`src/rtl/flash_wm_pkg.sv`:
```
package flash_wm_pkg;
  localparam int DATA_W    = 32;
  localparam int LEN_W     = 12;
  localparam int LEN_LSB   = 16;
  localparam int FLASH_AW  = 18;
  localparam int GRAN_LOG2 = 11;
  localparam logic [LEN_W-1:0] LEN_RESET = 12'hFFF;
endpackage

```
`src/rtl/wm_cfg_reg.sv`:
```
module wm_cfg_reg
  import flash_wm_pkg::*;
#(
  parameter int REG_AW = 4,
  parameter logic [REG_AW-1:0] WM_ADDR = 4'h4
) (
  input  logic              clk,
  input  logic              rst,
  input  logic              flash_secure,
  input  logic              cfg_lock,
  input  logic [REG_AW-1:0] reg_addr,
  input  logic              reg_we,
  input  logic [DATA_W-1:0] reg_wdata,
  input  logic              reg_sec,
  input  logic              reg_priv,
  output logic [LEN_W-1:0]  len_o,
  output logic [DATA_W-1:0] reg_rdata,
  output logic              wr_reject
);
  logic [LEN_W-1:0]  len_q;
  logic              hit, attempt, attr_ok, wr_ok;
  logic [DATA_W-1:0] rd_word;

  assign hit     = (reg_addr == WM_ADDR);
  assign attempt = reg_we && hit;
  assign attr_ok = reg_priv && (reg_sec || !flash_secure);
  assign wr_ok   = attempt && attr_ok && !cfg_lock;

  always_comb begin
    rd_word = '0;
    rd_word[LEN_LSB +: LEN_W] = len_q;
  end

  always_ff @(posedge clk) begin
    if (rst) begin
      len_q     <= LEN_RESET;
      reg_rdata <= '0;
      wr_reject <= 1'b0;
    end else begin
      if (wr_ok) len_q <= reg_wdata[LEN_LSB +: LEN_W];
      reg_rdata <= hit ? rd_word : '0;
      wr_reject <= attempt && !wr_ok;
    end
  end

  assign len_o = len_q;

  AST_LOCK_HOLD: assert property (@(posedge clk) disable iff (rst)
    cfg_lock |=> $stable(len_q));
  AST_REJECT_KEEPS: assert property (@(posedge clk) disable iff (rst)
    wr_reject |-> $stable(len_q));
  AST_FSEC_RULE: assert property (@(posedge clk) disable iff (rst)
    (reg_we && hit && flash_secure && !reg_sec) |=> $stable(len_q));
  AST_UNPRIV_WRITE: assert property (@(posedge clk) disable iff (rst)
    (reg_we && !reg_priv) |=> $stable(len_q));
endmodule

```
`src/rtl/wm_region_chk.sv`:
```
module wm_region_chk
  import flash_wm_pkg::*;
(
  input  logic                clk,
  input  logic                rst,
  input  logic                sec_en,
  input  logic [LEN_W-1:0]    len,
  input  logic                acc_valid,
  input  logic [FLASH_AW-1:0] acc_offset,
  input  logic                acc_priv,
  output logic                grant
);
  localparam int PAGE_W = FLASH_AW - GRAN_LOG2;

  logic [PAGE_W-1:0] page;
  logic              in_low;

  assign page   = acc_offset[FLASH_AW-1:GRAN_LOG2];
  assign in_low = LEN_W'(page) < len;
  assign grant  = !sec_en || acc_priv || in_low;

  AST_TRANSPARENT: assert property (@(posedge clk) disable iff (rst)
    (acc_valid && !sec_en) |-> grant);
  AST_PRIV_GRANT: assert property (@(posedge clk) disable iff (rst)
    (acc_valid && acc_priv) |-> grant);
  AST_ZERO_LEN: assert property (@(posedge clk) disable iff (rst)
    (acc_valid && sec_en && !acc_priv && len == '0) |-> !grant);
endmodule

```
`src/rtl/flash_priv_wmark.sv`:
```
module flash_priv_wmark
  import flash_wm_pkg::*;
#(
  parameter int REG_AW = 4,
  parameter logic [REG_AW-1:0] WM_ADDR = 4'h4
) (
  input  logic                clk,
  input  logic                rst,
  input  logic                sec_en,
  input  logic                flash_secure,
  input  logic                cfg_lock,
  input  logic [REG_AW-1:0]   reg_addr,
  input  logic                reg_we,
  input  logic [DATA_W-1:0]   reg_wdata,
  input  logic                reg_sec,
  input  logic                reg_priv,
  output logic [DATA_W-1:0]   reg_rdata,
  output logic                wr_reject,
  input  logic                acc_valid,
  input  logic                acc_write,
  input  logic [FLASH_AW-1:0] acc_offset,
  input  logic                acc_priv,
  input  logic [DATA_W-1:0]   flash_rdata,
  output logic                acc_grant,
  output logic [DATA_W-1:0]   acc_rdata,
  output logic                flash_we,
  output logic                illegal_pulse
);
  logic [LEN_W-1:0] len;

  wm_cfg_reg #(.REG_AW(REG_AW), .WM_ADDR(WM_ADDR)) u_cfg (
    .clk(clk), .rst(rst), .flash_secure(flash_secure), .cfg_lock(cfg_lock),
    .reg_addr(reg_addr), .reg_we(reg_we), .reg_wdata(reg_wdata),
    .reg_sec(reg_sec), .reg_priv(reg_priv), .len_o(len),
    .reg_rdata(reg_rdata), .wr_reject(wr_reject)
  );

  wm_region_chk u_chk (
    .clk(clk), .rst(rst), .sec_en(sec_en), .len(len),
    .acc_valid(acc_valid), .acc_offset(acc_offset), .acc_priv(acc_priv),
    .grant(acc_grant)
  );

  assign acc_rdata = (acc_valid && acc_grant && !acc_write) ? flash_rdata : '0;
  assign flash_we  = acc_valid && acc_write && acc_grant;

  always_ff @(posedge clk) begin
    if (rst) illegal_pulse <= 1'b0;
    else     illegal_pulse <= acc_valid && !acc_grant;
  end

  AST_DENY_PULSE: assert property (@(posedge clk) disable iff (rst)
    (acc_valid && !acc_grant) |=> illegal_pulse);
  AST_DENY_DATA: assert property (@(posedge clk) disable iff (rst)
    !acc_grant |-> (acc_rdata == '0 && !flash_we));
  AST_RSVD_ZERO: assert property (@(posedge clk) disable iff (rst)
    (reg_rdata[31:28] == 4'h0 && reg_rdata[15:0] == 16'h0));
endmodule

```
`config.mk`:
```
export PLATFORM = sky130hd
export DESIGN_NAME = flash_priv_wmark
export DESIGN_NICKNAME = d
export VERILOG_FILES = /design/src/rtl/flash_wm_pkg.sv /design/src/rtl/wm_cfg_reg.sv /design/src/rtl/wm_region_chk.sv /design/src/rtl/flash_priv_wmark.sv
export SDC_FILE = /design/constraint.sdc
export NUM_CORES = 1
export LEC_CHECK = 0
export CORE_UTILIZATION = 29
export DETAILED_ROUTE_END_ITERATION = 8
export PLACE_DENSITY = 0.82
export SYNTH_ARGS = -nofsm -noshare
export SYNTH_HDL_FRONTEND = slang
export SYNTH_SLANG_ARGS = --single-unit
```
`constraint.sdc`:
```
create_clock -name clk -period 3.1 [get_ports clk]
set_input_delay 0.62 -clock clk [delete_from_list [all_inputs] [get_ports clk]]
set_output_delay 0.62 -clock clk [all_outputs]
set_load 0.01 [all_outputs]
```
# Yosys cells after proc, flatten, opt, wreduce, memory -nomap -nowiden
# Cells that the tools add are included.
[word_totals]
ff_bits = 46
elab_cells = 29
[classes]
bitwise = 1
muxes = 1
magnitude_cmp = 1
n_eq_ne = 1
reduce_logical = 20
[op_table]
columns = ["op", "count"]
rows = [
  ["$mux W32", 1],
  ["$lt A7 B12 Y1", 1],
  ["$logic_and A1 B1 Y1", 10],
  ["$logic_not A1 Y1", 6],
  ["$eq A4 B3 Y1 const B", 1],
  ["$logic_or A1 B1 Y1", 3],
  ["$reduce_or A2 Y1", 1],
  ["$not A1 Y1", 1],
]

# Longest topological paths before layout
[logic_depth]
word_depth = 7
depth_mapped = 7

# Hierarchy
# From an unflattened synthesis, not the netlist that was laid out.
[unflattened]
cells_unflattened = 175
hier_area_um2 = 1620.3
[by_module_without_submodules]
columns = ["module", "cells_each", "n_inst", "area_per_inst_um2", "seq_area_each_um2"]
rows = [
  ["wm_cfg_reg", 107, 1, 1023.5, 500.5],
  ["flash_priv_wmark", 44, 1, 434.2, 20.0],
  ["wm_region_chk", 24, 1, 162.7, 0.0],
]

# Worst setup path before layout
# No wires, ideal clock.
[synth_timing]
path_kind = "in2out"
startpoint = "in acc_offset[17]"
endpoint = "out acc_rdata[23]"
path_stages = 6
n_path_buf = 1
required_ps = 2480
t_arrival_ps = 1817
setup_slack_ps = 663
path_cell_list = "ha_1 a21oi_1 o211ai_1 o21ai_2 buf_6 and3_1"
[synth_via]
elab_chain_len = 5
[synth_rtl]
columns = ["item", "line_no", "rtl"]
rows = [
  ["from (decl)", "flash_priv_wmark.sv:21", "input logic [FLASH_AW-1:0] acc_offset,"],
  ["$lt A7 B12 Y1", "wm_region_chk.sv:19", "assign in_low = LEN_W'(page) < len;"],
  ["$logic_or A1 B1 Y1", "wm_region_chk.sv:20", "assign grant = !sec_en || acc_priv || in_low;"],
  ["net acc_grant", "flash_priv_wmark.sv:24", "output logic acc_grant,"],
  ["$logic_and A1 B1 Y1 (2 in a row)", "flash_priv_wmark.sv:44", "assign acc_rdata = (acc_valid && acc_grant && !acc_write) ? flash_rdata : '0;"],
  ["$mux W32", "flash_priv_wmark.sv:44", ""],
  ["to (decl)", "flash_priv_wmark.sv:25", "output logic [DATA_W-1:0] acc_rdata,"],
]
# The timed path passes the listed nets, and every way through them passes these cells.

# Worst setup path after layout
[layout_timing]
startpoint = "in sec_en"
endpoint = "out flash_we"
[layout_via]
elab_chain_len = 4
[layout_rtl]
columns = ["item", "line_no", "rtl"]
rows = [
  ["from (decl)", "flash_priv_wmark.sv:9", "input logic sec_en,"],
  ["$logic_not A1 Y1", "wm_region_chk.sv:20", ""],
  ["$logic_or A1 B1 Y1 (2 in a row)", "wm_region_chk.sv:20", ""],
  ["$logic_and A1 B1 Y1", "flash_priv_wmark.sv:45", "assign flash_we = acc_valid && acc_write && acc_grant;"],
  ["to (decl)", "flash_priv_wmark.sv:26", "output logic flash_we,"],
]
# Every way passes these cells.

==> metrics.yaml <==
synth_edf_count: 0
crit_path_max_incr_delay_ns: 0.47
syn_inst: 171
skew_ns: 0.008202
power_mw: 0.7790
fin_cells: 350
core_area_sq_um: 4755
start_util_pct: 30.18
synth_cell_types: 25
worst_ep_required_time_ns: 2.48
clock_path_buffers: 2
finalSetupViolCount: 0
drtPass1Iterations: 4
drive_above_1_share_pct: 21.20
status: "finished clean"
hold_viol_final: 0
placement_rows: 25
worstMarginPinSlew_ns: 0.5262
timing.hold.ws_ns: 0.4865
leakagePower_nw: 1.254
hold_buffers: 0
tns_ns: 0
io_pins: 165
port_buffers: 113
ys_ff_latch: 26
critPathCaptureType: "output pin"
crit_path_max_fanout: 18
crit_path_cell_trace: "clkdlybuf4s50_1 > or4b_4 > nor4_4 > o21ai_2 > buf_4 > buf_12 > and3_2 > buf_2"
root_buffer: "clkbuf_8"
layout_min_cycle_time_ns: 3.043
drtIter0Drc: 47
vdd_ir_drop_max_mv: 0.2060
yosysWarnings: 0
fmax_ghz: 0.3286
cap_violations: 0
cp.arrival_ns: 2.42
tritoncts: "built"
nNetsFinal: 387
die_x_microns: 72.35
slew_violations: 0
p_per_area_nw_per_um2: 305.6
final_cell_mix: "78 x clkdlybuf4s50_1, 31 x clkbuf_2, 28 x and3_1"
drc: 0
post-route-period-util_pct: 98.17
yosysSeqAreaShare_pct: 36.27
antenna_found_initial: 0
max-slew-margin-rel_pct: 64.43
wire_per_inst_microns: 11.89
overflow: 0
area_delta_synth_final_pct: 77.59
hp-class: "reg2reg"
dieArea_sq_um: 5234
htree_levels: 1
ant_nets: 0
cp_slowest_cell: "or4b_4"
crit_type: "in2out"
vias: 1519
grt_usage_pct: 15.33
cts_buffers: 3
place_ws_ns: -0.2892
synthArstFlopShare_pct: 0
fin_ws_ns: 0.05681
clkTransAtPathRegs_ns: 0.09
clkSinkCount: 26
die_h_microns: 72.35
dp_cells: 344
clk_latency_ns: 0.27
cp_top_family: "buffers and inverters"
grt_pass1_wl_microns: 6292
worst_setup_path_start_kind: "input pin"
gp_congestion: 0.6908
grt_pass1_vias: 1331
grt_max_degree: 28
cp_num_buf_inv: 4
ys.flop_type: "dfxtp_1"
synth_area_sq_um: 1435
antenna_cells: 0
avgSynthCellArea_sq_um: 8.393
avgViaCountPerCell: 4.340
place_hpwl_microns: 3220
wl_microns: 4163
layout_commonest_cell: "clkdlybuf4s50_1"
==> state kept, by name (all words and copies together) (netlist names) <==
| register | count |
|---|---|
| u_cfg.wr_reject | 1 |
| u_cfg.len_o | 12 |
| u_cfg.reg_rdata | 12 |
| illegal_pulse | 1 |
==> stage by stage <==
step	area (sq um)	util, %
after floorplan	1506	-
after global placement	2567	54.00
after detailed placement	2567	54.00
after CTS	2643	55.58
after global routing	2549	53.61
final	2549	53.61
==> synth_stat cells (2+ instances only) <==
cell / n / area share (%)
a21oi_1: 14 / 4.9
and2_1: 11 / 4.8
and3_1: 28 / 12
and3_2: 5 / 2.6
buf_4: 20 / 10
buf_6: 3 / 2.4
clkbuf_1: 9 / 2.4
dfxtp_1: 26 / 36
ha_1: 6 / 5.2
inv_1: 7 / 1.8
nand3_1: 2 / 0.70
nor2_1: 12 / 3.1
nor2b_1: 3 / 1.3
nor3_1: 13 / 4.5
o211ai_1: 2 / 1.0
==> worst paths after layout <==
path / start / to / slack, ns / cells after the start
max: sec_en / flash_we / 0.06 / 8
min: u_cfg.len_o[3] / u_cfg.reg_rdata[19] / 0.49 / 1
max reg2reg: u_cfg.len_o[10] / illegal_pulse / 1.44 / 6
min reg2reg: u_cfg.len_o[3] / u_cfg.reg_rdata[19] / 0.49 / 1
==> cell type report <==
cell class	count	area [sq um]
Fill cell	472	2206
Timing Repair Buffer	121	1060
Multi-Input combinational cell	125	787.0
Sequential cell	26	520.5
Tap cell	67	83.83
Clock buffer	3	41.29
Clock inverter	1	30.03
Inverter	7	26.28
==> metal layers <==
metal	share of wire (%)	routed length (microns)	GRT usage, %	vias up
met2	50	2061	28.66	88
met5	0	0	0	-
met1	40	1667	16.99	659
met4	1.0	43	3.922	0
li1	-	-	-	768
met3	9.4	391	4.167	4
==> cells by family (layout without fill, tap and decap cells) <==
logic type,Yosys count,in the layout,synth area share [%]
compound gates,18,18,7.149
buf+inv,39,132,17.00
simple gates,81,81,34.09
flops,26,26,36.27
fa+ha+maj,6,6,5.231
other cells,1,20,0.2613
==> power by group <==
part / total, mW / internal (mW) / switching [mW]
logic: 0.163 / 0.104 / 0.0587
registers: 0.338 / 0.337 / 0.00112
clock network: 0.278 / 0.173 / 0.105
total: 0.779 / 0.614 / 0.165
==> repair_timing <==
action | in CTS | in global routing
cloned | 1 | 0
endpoints found under the setup margin | 34 | 34
hold endpoints to repair | 0 | 0
buffers inserted | 1 | 1
pin swaps | 3 | 3
gates resized for setup | 45 | 65
Power figures use the tool's default switching activity.
